<file path="src/rtl/pll_cal_pkg.sv">
package pll_cal_pkg;

  typedef enum logic [1:0] {
    ST_IDLE  = 2'd0,
    ST_WAIT  = 2'd1,
    ST_CHECK = 2'd2
  } cal_state_e;

  localparam int unsigned MaxUnits = 109;

  localparam logic [3:0] PinSelDone = 4'b0101;
  localparam logic [3:0] PinSelLock = 4'b0010;

  function automatic logic [6:0] wait_units(input logic [1:0] code);
    case (code)
      2'b00:   wait_units = 7'd49;
      2'b01:   wait_units = 7'd60;
      2'b10:   wait_units = 7'd71;
      default: wait_units = 7'd109;
    endcase
  endfunction

endpackage

</file>
<file path="src/rtl/cal_wait_timer.sv">
module cal_wait_timer
  import pll_cal_pkg::*;
#(
  parameter int unsigned WAIT_SCALE = 2
) (
  input  logic       clk_i,
  input  logic       rst_ni,
  input  logic       load_i,
  input  logic [1:0] wait_sel_i,
  input  logic       tick_i,
  output logic       expired_o
);
  localparam int unsigned MaxCnt = MaxUnits * WAIT_SCALE;
  localparam int unsigned CntW   = $clog2(MaxCnt + 1);

  logic [CntW-1:0] cnt_q;

  always_ff @(posedge clk_i or negedge rst_ni) begin
    if (!rst_ni) begin
      cnt_q <= '0;
    end else if (load_i) begin
      cnt_q <= CntW'(int'(wait_units(wait_sel_i)) * int'(WAIT_SCALE));
    end else if (tick_i && cnt_q != '0) begin
      cnt_q <= cnt_q - 1'b1;
    end
  end

  assign expired_o = (cnt_q == '0);

  p_cnt_bound_r3: assert property (@(posedge clk_i) disable iff (!rst_ni)
    int'(cnt_q) <= int'(MaxCnt));
  p_cnt_hold_r3: assert property (@(posedge clk_i) disable iff (!rst_ni)
    (!load_i && !tick_i) |=> $stable(cnt_q));

endmodule

</file>
<file path="src/rtl/cal_dual_check.sv">
module cal_dual_check #(
  parameter int unsigned FREQ_W   = 20,
  parameter int unsigned DIV_W    = 3,
  parameter int unsigned VCUR_W   = 4,
  parameter int unsigned FREQ_TOL = 1000
) (
  input  logic [FREQ_W-1:0] freq_a_i,
  input  logic [FREQ_W-1:0] freq_b_i,
  input  logic [DIV_W-1:0]  div_a_i,
  input  logic [DIV_W-1:0]  div_b_i,
  input  logic [VCUR_W-1:0] cur_a_i,
  input  logic [VCUR_W-1:0] cur_b_i,
  output logic              compat_o
);
  logic [FREQ_W-1:0] gap;

  always_comb begin
    gap = (freq_a_i >= freq_b_i) ? (freq_a_i - freq_b_i) : (freq_b_i - freq_a_i);
    compat_o = (int'(gap) < int'(FREQ_TOL)) && (div_a_i == div_b_i) && (cur_a_i == cur_b_i);
  end

endmodule

</file>
<file path="src/rtl/cal_lock_mux.sv">
module cal_lock_mux
  import pll_cal_pkg::*;
(
  input  logic [3:0] sel_i,
  input  logic       done_i,
  input  logic       lock_i,
  output logic       pin_o
);
  always_comb begin
    case (sel_i)
      PinSelDone: pin_o = done_i;
      PinSelLock: pin_o = lock_i;
      default:    pin_o = 1'b0;
    endcase
  end
endmodule

</file>
<file path="src/rtl/pll_cal_seq.sv">
module pll_cal_seq
  import pll_cal_pkg::*;
#(
  parameter int unsigned FREQ_W     = 20,
  parameter int unsigned DIV_W      = 3,
  parameter int unsigned VCUR_W     = 4,
  parameter int unsigned RES_W      = 6,
  parameter int unsigned RETRY_W    = 4,
  parameter int unsigned WAIT_SCALE = 2,
  parameter int unsigned FREQ_TOL   = 1000
) (
  input  logic               clk_i,
  input  logic               rst_ni,
  input  logic               cal_start_i,
  input  logic [1:0]         wait_sel_i,
  input  logic [2:0]         iterate_i,
  input  logic               dual_i,
  input  logic               chan_sel_i,
  input  logic [RETRY_W-1:0] retry_max_i,
  input  logic               ref_tick_i,
  input  logic [FREQ_W-1:0]  freq_a_i,
  input  logic [FREQ_W-1:0]  freq_b_i,
  input  logic [DIV_W-1:0]   ref_div_a_i,
  input  logic [DIV_W-1:0]   ref_div_b_i,
  input  logic [VCUR_W-1:0]  vco_cur_a_i,
  input  logic [VCUR_W-1:0]  vco_cur_b_i,
  input  logic               lock_i,
  input  logic [RES_W-1:0]   vco_code_i,
  input  logic [3:0]         lock_sel_i,
  output logic               start_bit_o,
  output logic               busy_o,
  output logic               cal_complete_o,
  output logic               cal_fail_o,
  output logic               dual_rej_o,
  output logic               lock_cont_o,
  output logic               lock_pin_o,
  output logic [2:0]         vctrl_nom_o,
  output logic               res_valid_a_o,
  output logic [RES_W-1:0]   res_a_o,
  output logic               res_valid_b_o,
  output logic [RES_W-1:0]   res_b_o
);
  cal_state_e         state_q;
  logic               start_q, done_q, fail_q, rej_q, lock_q;
  logic               chan_q, dual_q;
  logic [1:0]         wsel_q;
  logic [2:0]         iter_q;
  logic [RETRY_W-1:0] limit_q, tries_q;
  logic               val_a_q, val_b_q;
  logic [RES_W-1:0]   res_a_q, res_b_q;

  logic       compat, expired, launch, retry, tmr_load, out_of_tries;
  logic [1:0] tmr_sel;

  cal_dual_check #(
    .FREQ_W(FREQ_W), .DIV_W(DIV_W), .VCUR_W(VCUR_W), .FREQ_TOL(FREQ_TOL)
  ) u_compat (
    .freq_a_i(freq_a_i), .freq_b_i(freq_b_i),
    .div_a_i (ref_div_a_i), .div_b_i(ref_div_b_i),
    .cur_a_i (vco_cur_a_i), .cur_b_i(vco_cur_b_i),
    .compat_o(compat)
  );

  assign launch       = (state_q == ST_IDLE) && start_q;
  assign out_of_tries = (tries_q >= limit_q);
  assign retry        = (state_q == ST_CHECK) && !lock_i && !out_of_tries;
  assign tmr_load     = launch || retry;
  assign tmr_sel      = launch ? wait_sel_i : wsel_q;

  cal_wait_timer #(.WAIT_SCALE(WAIT_SCALE)) u_timer (
    .clk_i     (clk_i),
    .rst_ni    (rst_ni),
    .load_i    (tmr_load),
    .wait_sel_i(tmr_sel),
    .tick_i    (ref_tick_i),
    .expired_o (expired)
  );

  // start bit: set only while idle, cleared when the sequence launches
  always_ff @(posedge clk_i or negedge rst_ni) begin
    if (!rst_ni) begin
      start_q <= 1'b0;
    end else if (state_q == ST_IDLE) begin
      start_q <= start_q ? 1'b0 : cal_start_i;
    end
  end

  always_ff @(posedge clk_i or negedge rst_ni) begin
    if (!rst_ni) begin
      state_q <= ST_IDLE;
      done_q  <= 1'b0;
      fail_q  <= 1'b0;
      rej_q   <= 1'b0;
      chan_q  <= 1'b0;
      dual_q  <= 1'b0;
      wsel_q  <= 2'b11;
      iter_q  <= '0;
      limit_q <= '0;
      tries_q <= '0;
      val_a_q <= 1'b0;
      val_b_q <= 1'b0;
      res_a_q <= '0;
      res_b_q <= '0;
    end else begin
      case (state_q)
        ST_IDLE: if (launch) begin
          state_q <= ST_WAIT;
          done_q  <= 1'b0;
          fail_q  <= 1'b0;
          chan_q  <= chan_sel_i;
          dual_q  <= dual_i && compat;
          wsel_q  <= wait_sel_i;
          iter_q  <= iterate_i;
          limit_q <= (retry_max_i == '0) ? RETRY_W'(1) : retry_max_i;
          tries_q <= RETRY_W'(1);
          if (dual_i && !compat) rej_q <= 1'b1;
        end
        ST_WAIT: if (expired) state_q <= ST_CHECK;
        ST_CHECK: begin
          if (lock_i) begin
            state_q <= ST_IDLE;
            done_q  <= 1'b1;
            if (dual_q || !chan_q) begin
              res_a_q <= vco_code_i;
              val_a_q <= 1'b1;
            end
            if (dual_q || chan_q) begin
              res_b_q <= vco_code_i;
              val_b_q <= 1'b1;
            end
          end else if (out_of_tries) begin
            state_q <= ST_IDLE;
            fail_q  <= 1'b1;
          end else begin
            state_q <= ST_WAIT;
            tries_q <= tries_q + 1'b1;
          end
        end
        default: state_q <= ST_IDLE;
      endcase
    end
  end

  always_ff @(posedge clk_i or negedge rst_ni) begin
    if (!rst_ni) lock_q <= 1'b0;
    else         lock_q <= lock_i;
  end

  cal_lock_mux u_pin (
    .sel_i (lock_sel_i),
    .done_i(done_q),
    .lock_i(lock_q),
    .pin_o (lock_pin_o)
  );

  assign start_bit_o    = start_q;
  assign busy_o         = (state_q != ST_IDLE);
  assign cal_complete_o = done_q;
  assign cal_fail_o     = fail_q;
  assign dual_rej_o     = rej_q;
  assign lock_cont_o    = lock_q;
  assign vctrl_nom_o    = iter_q;
  assign res_valid_a_o  = val_a_q;
  assign res_a_o        = res_a_q;
  assign res_valid_b_o  = val_b_q;
  assign res_b_o        = res_b_q;

  p_start_clear_r1: assert property (@(posedge clk_i) disable iff (!rst_ni)
    (!busy_o && start_q) |=> (!start_q && busy_o));
  p_busy_blocks_start_r2: assert property (@(posedge clk_i) disable iff (!rst_ni)
    busy_o |-> !start_q);
  p_done_fail_excl_r11: assert property (@(posedge clk_i) disable iff (!rst_ni)
    !(done_q && fail_q));
  p_res_hold_r12: assert property (@(posedge clk_i) disable iff (!rst_ni)
    !busy_o |=> ($stable(res_a_q) && $stable(res_b_q)));
  p_rej_sticky_r9: assert property (@(posedge clk_i) disable iff (!rst_ni)
    rej_q |=> rej_q);
  p_lock_delay_r6: assert property (@(posedge clk_i) disable iff (!rst_ni)
    1'b1 |=> (lock_cont_o == $past(lock_i)));
  p_pin_idle_r5: assert property (@(posedge clk_i) disable iff (!rst_ni)
    (lock_sel_i != PinSelDone && lock_sel_i != PinSelLock) |-> !lock_pin_o);
  p_done_needs_lock_r4: assert property (@(posedge clk_i) disable iff (!rst_ni)
    $rose(done_q) |-> $past(lock_i));

endmodule

</file>
<file path="config.mk">
export PLATFORM = sky130hd
export DESIGN_NAME = pll_cal_seq
export DESIGN_NICKNAME = d
export VERILOG_FILES = /design/src/rtl/pll_cal_pkg.sv /design/src/rtl/cal_wait_timer.sv /design/src/rtl/cal_dual_check.sv /design/src/rtl/cal_lock_mux.sv /design/src/rtl/pll_cal_seq.sv
export SDC_FILE = /design/constraint.sdc
export NUM_CORES = 1
export LEC_CHECK = 0
export ABC_AREA = 1
export BUFFER_PORTS_ARGS = -buffer_cell sky130_fd_sc_hd__buf_2
export CORE_ASPECT_RATIO = 1.1
export CORE_MARGIN = 4
export CORE_UTILIZATION = 51
export DETAILED_ROUTE_END_ITERATION = 7
export PLACE_DENSITY = 0.78
export SYNTH_ARGS = -nofsm -noshare
export SYNTH_HDL_FRONTEND = slang
export SYNTH_SLANG_ARGS = --single-unit
</file>
<file path="constraint.sdc">
create_clock -name clk_i -period 2 [get_ports clk_i]
set_input_delay 0.5 -clock clk_i [delete_from_list [all_inputs] [get_ports clk_i]]
set_output_delay 0.5 -clock clk_i [all_outputs]
set_load 0.03 [all_outputs]
</file>
* Word-level counts from Yosys, hierarchy flattened
Index checks and enable logic that the tools add are counted.
W data, S select, Z words.
** Storage, ports and cells
- Flip-flop bits (word level) :: 44
- Input bits :: 80
- Word-level logic and storage cells :: 92
** Operators by class
- Add/sub/neg operators :: 4
- Magnitude comparators :: 3
- Equality and inequality tests :: 14
- Multiplexer cells :: 23
- Reductions and logical operators :: 31
** Operators with widths (count)
- $sub A20 B20 Y20 :: 2
- $pmux W7 S3 :: 1
- $ge A20 B20 Y1 :: 1
- $lt A20 B10 Y1 const B :: 1
- $mux W20 :: 1
- $mux W4 :: 4
- $mux W8 :: 2
- $ne A2 B2 Y1 const B :: 6
- $reduce_and A3 Y1 :: 4
- $logic_and A1 B1 Y1 :: 8
- $logic_not A8 Y1 :: 1
- $pmux W4 S2 :: 1
- $reduce_and A4 Y1 :: 2
- $reduce_bool A8 Y1 :: 1
- $sub A8 B1 Y8 const B :: 1
- $mux W1 :: 7
- $mux W2 :: 3
- $pmux W1 S2 :: 3
- $pmux W2 S3 :: 1
- $reduce_bool A2 Y1 :: 3
- $add A4 B1 Y4 const B :: 1
- $eq A2 B1 Y1 const B :: 2
- $eq A2 B2 Y1 const B :: 2
- $eq A4 B2 Y1 const B :: 1
- other kinds (9) :: 16

* Longest topological paths before layout
Gate-level depths: netlist (run 1).
- Word-level depth :: 8
- Mapped depth :: 20
- Depth with buffers taken out :: 20

* Modules after synthesis
Synthesis (run 1) repeated with hierarchy kept, for this count alone.
** Second synthesis, totals
- Cells, all modules :: 818
- Area total of the unflattened synthesis :: 5066.1 um2
** By module, submodules not included
- cal_dual_check :: times used 1, cells each 545, area an instance 2741.4 um2
- pll_cal_seq :: times used 1, cells each 179, area an instance 1684.1 um2
- cal_wait_timer :: times used 1, cells each 84, area an instance 600.6 um2
- cal_lock_mux :: times used 1, cells each 10, area an instance 40.0 um2

* Worst setup path after synthesis (run 1)
No wires, ideal clock.
- Path kind :: input-to-reg
- Start point :: input port freq_a_i[6]
- End point :: register rej_q (netlist: dual_rej_o)
- Library setup time :: 0.116 ns
- Arrival :: 2.099 ns
- Setup slack :: -0.215 ns
- Stages on the path :: 18
- Buffers on the path :: 1
- Cells stage by stage :: inv_1 ha_1 buf_2 nand2_2 nor2_4 and2_1 nand2_1 nand3_2 nand2_4 nand2_8 inv_4 nand2_1 nand2_1 inv_1 nor2_1 nand3_1 nand2_1 nand2_1
** Between the ends
- Word-level cells in the longest chain between the ends :: 8
- Elaborated cells on any way between the ends :: 10
- Those cells by class :: add/sub (2); order compare (2); mux (1); reduce/logical (5)
** RTL lines
- from (decl) :: line pll_cal_seq.sv:21 : input logic [FREQ_W-1:0] freq_a_i,
- $sub A20 B20 Y20 or $ge A20 B20 Y1 (tied branches) :: line cal_dual_check.sv:18 : gap = (freq_a_i >= freq_b_i) ? (freq_a_i - freq_b_i) : (freq_b_i - freq_a_i);
- $mux W20 (*) :: line cal_dual_check.sv:18
- $lt A20 B10 Y1 (*) :: line cal_dual_check.sv:19 : compat_o = (int'(gap) < int'(FREQ_TOL)) && (div_a_i == div_b_i) && (cur_a_i == cur_b_i);
- $logic_and A1 B1 Y1 (*) (2 in series) :: line cal_dual_check.sv:19
- $logic_not A1 Y1 (*) :: line pll_cal_seq.sv:116 : if (dual_i && !compat) rej_q <= 1'b1;
- $logic_and A1 B1 Y1 (*) :: line pll_cal_seq.sv:116
- $reduce_and A3 Y1 (no source line) (*)
- to (signal assigned) :: line pll_cal_seq.sv:93 : rej_q <= 1'b0;
- to (signal assigned) :: line pll_cal_seq.sv:116
- to (decl) :: line pll_cal_seq.sv:44 : logic start_q, done_q, fail_q, rej_q, lock_q;
Mark *: on every way between the ends. The rest lies on a longest branch, timed or not.
A chain may end at the register's enable or synchronous reset.

* Worst setup path in the final report (run 1)
- Start point :: input port freq_a_i[10]
- End point :: register rej_q (netlist: dual_rej_o)
The elaborated chain is that of the path after synthesis.

==> results of run 1 <==
## layout by cell type, fill, tap and decap left out, types with 22 or more instances in the layout
master,n
nand2_1,237
inv_1,142
buf_2,97
buf_4,96
dfrtp_1,42
nand3_1,35
nor2_1,32
nand2_2,31
ha_1,25
a21oi_1,24
xor2_1,23
o21ai_0,22
inv_2,22
## kinds of logic (layout without fill, tap and decap cells)
| kind of cell | after synthesis | after routing |
|---|---|---|
| simple gates | 411 | 412 |
| buf+inv | 175 | 382 |
| compound gates | 78 | 78 |
| fa+ha+maj | 46 | 46 |
| flops | 44 | 44 |
| xor+xnor | 29 | 29 |
| mux | 1 | 1 |
## sequential cells by signal (all words and copies together), names as in the netlist, 2 cells and up
signal / count
limit_q: 4
res_a_o: 6
res_b_o: 6
state_q: 2
tries_q: 4
u_timer.cnt_q: 8
vctrl_nom_o: 3
wsel_q: 2
## path summary, 6_finish.rpt
kind,start,endpoint,slack (ps),cells after the start
worst max-delay path,freq_a_i[10],dual_rej_o,-190,17
worst min-delay path,rst_ni,vctrl_nom_o[2],100,1
worst max register to register,limit_q[1],u_timer.cnt_q[2],-80,14
worst min register to register,res_valid_b_o,res_valid_b_o,470,2
max in group asynchronous,rst_ni,wsel_q[1],1290,2
min in group clk_i,lock_i,lock_cont_o,310,1
## where the power goes
| part | total [mW] | internal [mW] | switching [mW] |
|---|---|---|---|
| Clock | 0.551 | 0.244 | 0.307 |
| Combinational | 2.48 | 0.996 | 1.48 |
| Sequential | 1.23 | 1.10 | 0.126 |
## worst max-delay path, cell delays in order
cell and delay [ps]:
buf_2 100, inv_2 40, ha_4 310, nand2_4 80
nor2_4 190, nand2_2 80, o21ai_2 180, a21oi_4 120
buf_6 160, nand2_8 70, nand3_4 70, nor2_4 100
nand3_2 90, o21ai_2 90, nand3_1 90, nand2_1 60
nand2_1 50
## area by class of cell
type                            count  area [um2]
Clock buffer                        6        72.6
Clock inverter                      2        12.5
Fill cell                         672        1960
Inverter                          170         663
Multi-Input combinational cell    566        3720
Sequential cell                    44        1100
Tap cell                          114         143
Timing Repair Buffer              204        1330
## per-layer routing
metal | up-vias | track usage | wire length (um)
li1 | 2804 | - | -
met1 | 2581 | 0.314 | 6070
met2 | 201 | 0.518 | 8460
met3 | 40 | 0.0190 | 788
met4 | 0 | 0.0924 | 473
met5 | - | 0 | 0
## timing repair
action / 4_1_cts / 5_1_grt
pin swaps: 12 / 68
setup buffers: 9 / 16
cloned: 0 / 1
setup endpoints to repair: 7 / 14
hold buffers: 0 / 0
gates resized for setup: 40 / 109
==> metrics.cfg, run 1 <==
[floorplan]
dieHeight_um=110
core_um2=9010
rows=36
fp.dieW_um=100
io_pins=104
die-area_um2=11000
start_util=0.532

[synthesis]
synthAdderAreaFrac=0.120
synthesis.nets=910
ys_types=39
ys.warnings.count=0
ys_seq_elements=44
syn_area_um2=4790
syn_area_per_cell_um2=6.11
muxShareOfSynthArea=0.00209
yosysMostFrequentCell=nand2_1
async_flop_share=1.00
post-synth-top-area-fraction=0.219
synth_flop_cell=dfrtp_1
post_synth_and_or_nand_nor_area_fraction=0.364
synth_compound_area_frac=0.0922
netlist.top_cell.by_area=dfrtp_1
synthXorXnorAreaFrac=0.0530
ys_seq_area_frac=0.230
yosys-top-cells-count=nand2_1, inv_1, nor2_1
synth_cells=784
yosys-top-cells-area=dfrtp_1, nand2_1, inv_1
synth_top_family_by_area=simple AND/OR/NAND/NOR gates
synth_edf_count=0

[clock_network]
clk_latency_ps=300
cts.path.max_buffers=2
cts-root-buf=clkbuf_8
clk_pin_slew_worst_paths_ps=80
clock_sinks=44
cts_buffers=5
h-tree-depth=2
cts_tree=yes

[sta]
hold_ws_ps=99.3
slew_viol_final=0
post-route-period-util=1.09
hold_viol_final=0
clock_skew_ps=6.55
setup_viol=7
tns_ps=-455
period_needed_ps=2190
rsz0062_at_grt=yes
max_slew_margin=0.745
fmax_ghz=0.457
worst_slew_pin_slew_ps=380
setup_slack_ps=-187

[global_routing]
grt_pass1_vias=5440
antenna_found_initial=0
grt_first_pass_wirelength_um=24100
grt_overflow=0
grt_max_degree=18
grt_usage=0.270

[placement]
io_buffers=103
place_congestion=0.996
dp_cells=1075
place_area_um2=6280
dp_hpwl_um=12400
preCtsSetupSlack_ps=-562

[drt]
firstDrtPassIters=5
vias=5626
avgRoutedWirePerCell_um=14.3
ant_nets=0
wl_um=15800
avgViaCountPerCell=5.09
remaining_drc_errors=0
drt_iter0_markers=271

[power]
peakVddDrop_mv=0.367
power_density_nw_per_um2=604
power_mw=4.26
p_leak_nw=4.02

[finish]
synthToLayoutAreaGrowth_pct=47.1
fin_cells=1106
fin_area_um2=7050
final_util=0.783
antennaDiodeCount=0
num-nets-final=1117
layout-drive-gt1-share=0.370

[critical_path]
path_class=in -> reg
crit_arrival_ps=2390
cp_data_required_time_ps=2200
endpoint_kind=flop
cp_max_fo=5
cp-start-kind=input port

[hold_path]
min-delay-path-class=in -> async

[run]
cap_viol_max_count=0

[outcome]
status=complete, but fails checks
violations=negative setup slack

(Power assumes the default switching activity.)
==> inputs of run 2 (changes only) <==
Settings changed: CTS_BUF_LIST set to sky130_fd_sc_hd__clkbuf_4 sky130_fd_sc_hd__clkbuf_8 sky130_fd_sc_hd__clkbuf_16.
==> run 2 against run 1 <==
- clock-buffer cell count unchanged
- maximum frequency about the same
- non-clock buffer count unchanged
- flip-flop and latch count unchanged
- first-iteration DRC count increased by 0.74%
- register-to-register slack improved by 60 ps
- clock power grew 2%
- total power is 0.17% lower
- the flow still finishes with violations (negative setup slack)
- final cell count is the same
- setup slack gained 0.57 ps
- worst hold slack better by 1.5 ps
- critical path depth unchanged
==> metrics.cfg, run 2 (synthesis gave the netlist of run 1 again) <==
[finish]
final_common_cell=nand2_1
num-nets-final=1117  ; unchanged
synthToLayoutAreaGrowth_pct=47.2  ; about the same
fillers=672  ; unchanged
final_cell_mix=nand2_1, inv_1, buf_2
top_register=u_timer.cnt_q
largest_reg_flops=8  ; unchanged
antennaDiodeCount=0  ; unchanged
layout-drive-gt1-share=0.371  ; +0.00101

[sta]
rsz0062_at_grt=yes
post-route-period-util=1.09  ; about the same
setup_viol=6  ; -1
fmax_ghz=0.457  ; about the same
hold_viol_final=0  ; unchanged
max_slew_margin=0.720  ; -0.0253
clock_skew_ps=7.71  ; +1.17 ps
period_needed_ps=2190  ; -0.566 ps
worst_slew_pin_slew_ps=418  ; +37.7 ps
setup_slack_ps=-187  ; +0.566 ps
slew_viol_final=0  ; unchanged
tns_ps=-356  ; +99.9 ps

[floorplan]
die-area_um2=11000  ; unchanged
start_util=0.532  ; unchanged
io_pins=104  ; unchanged
dieHeight_um=110  ; unchanged
rows=36  ; unchanged
core_um2=9010  ; unchanged
fp.dieW_um=100  ; unchanged

[outcome]
status=complete, but fails checks
violations=negative setup slack

[drt]
firstDrtPassIters=5  ; unchanged
drt_iter0_markers=273  ; +0.74%
remaining_drc_errors=0  ; unchanged
ant_nets=0  ; unchanged
avgRoutedWirePerCell_um=14.2  ; -0.53%
vias=5621  ; -0.089%
avgViaCountPerCell=5.08  ; about the same
wl_um=15700  ; -0.53%

[clock_network]
cts_tree=yes
postCtsHoldBufs=0  ; unchanged
clk_pin_slew_worst_paths_ps=80  ; about the same
cts.path.max_buffers=2  ; unchanged
clock_sinks=44  ; unchanged
cts-root-buf=clkbuf_8
h-tree-depth=2  ; unchanged
clk_latency_ps=300  ; about the same
cts_buffers=5  ; unchanged

[critical_path]
crit_chain=buf_2 -> inv_2 -> ha_4 -> nand2_4 -> nor2_4 -> nand2_2 -> o21ai_2 -> a21oi_4 -> buf_6 -> nand2_8 -> nand3_4 -> nor2_4 -> nand3_2 -> o21ai_2 -> nand3_1 -> nand2_1 -> nand2_1
crit_arrival_ps=2390  ; about the same
reg2regPathDepth=14  ; unchanged
path_class=in -> reg
cp_max_fo=5  ; unchanged
endpoint_kind=flop
cp_data_required_time_ps=2210  ; about the same
critPathSlowestCell=ha_4
cp-start-kind=input port
critical-path-max-stage-delay_ps=310  ; about the same

[placement]
place_congestion=0.996  ; unchanged
io_buffers=103  ; unchanged
dp_hpwl_um=12400  ; unchanged
preCtsSetupSlack_ps=-562  ; unchanged

[power]
internal-power_mw=2.36  ; +0.51%
power_density_nw_per_um2=603  ; -0.22%
switchingPower_mw=1.90  ; -1.0%
p_sw_frac=0.446  ; -0.00376
p_leak_nw=4.02  ; about the same
peakVddDrop_mv=0.366  ; -0.20%
p_seq_frac=0.289  ; about the same
power_frac_comb=0.579  ; -0.003
p_clk_frac=0.132  ; +0.003

[global_routing]
grt_max_degree=18  ; unchanged
antenna_found_initial=0  ; unchanged
grt_usage=0.270  ; +0.000473
grt_pass1_vias=5438  ; -0.037%
grt_first_pass_wirelength_um=24100  ; +0.11%
grt_overflow=0  ; unchanged

[hold_path]
min-delay-path-class=in -> async

[run]
cap_viol_max_count=0  ; unchanged

run 2: cell counts in the layout (fill, tap and decap cells not counted):
No cell type changed its count.
run 2: final timing paths:
| path | slack (ps) | to | from |
|---|---|---|---|
| setup / recovery | -190 | dual_rej_o | freq_a_i[10] |
| hold / removal | 100 | vctrl_nom_o[2] | rst_ni |
| setup reg to reg | -20 | u_timer.cnt_q[3] | limit_q[1] |
| hold reg to reg | 470 | res_valid_b_o | res_valid_b_o |
| max in group asynchronous | 1300 | wsel_q[1] | rst_ni |
| min in group clk_i | 320 | lock_cont_o | lock_i |
run 2: metrics by stage:
step,cell area [um2],total power [mW],hold WS (ps),cells,util
2_1_floorplan,5070,2.56,204,784,-
5_1_grt,7050,4.54,125,1106,0.783
4_1_cts,6570,3.97,110,1092,0.729
6_report,7050,4.25,101,1106,0.783
3_5_place_dp,6280,3.30,437,1075,0.698
3_3_place_gp,6280,3.21,427,1075,0.698
run 2: timing repair:
action,in CTS,in global routing
pin swaps,12,68
setup buffers,9,16
setup endpoints to repair,7,14
cloned,0,1
resized for setup,40,109
run 2: power by group through the flow:
| stage | Sequential (mW) | Clock [mW] | Combinational (mW) |
|---|---|---|---|
| final | 1.23 | 0.561 | 2.46 |
| after global routing | 1.25 | 0.601 | 2.69 |
| after CTS | 1.22 | 0.572 | 2.18 |
| after detailed placement | 1.24 | 0 | 2.06 |
| after global placement | 1.22 | 0 | 1.99 |
| after floorplan | 1.32 | 0 | 1.24 |
run 2: per-layer routing:
layer  routed length [um]  track usage  vias up  part of all wire
met1                 6080        0.313     2574              0.39
met5                    0            0        -                 0
met3                  787       0.0209       43             0.050
li1                     -            -     2803                 -
met4                  513       0.0943        0             0.033
met2                 8320        0.518      201              0.53
run 2: cell type report:
| class | instances | area, um2 | share of cell area |
|---|---|---|---|
| well taps | 114 | 143 | 0.0202 |
| multi-input cells | 566 | 3720 | 0.528 |
| repair buffers | 204 | 1330 | 0.189 |
| clock buffers | 6 | 76.3 | 0.0108 |
| clock inverters | 2 | 12.5 | 0.00177 |
| flip-flops and latches | 44 | 1100 | 0.156 |
| inverters | 170 | 663 | 0.0940 |
run 2: worst max-delay path: cells and delay by family:
kind	cells	cell delay [ps]
AOI/OAI and AO/OA	3	390
adders and majority gates	1	310
buffers and inverters	3	300
and+or+nand+nor	10	870
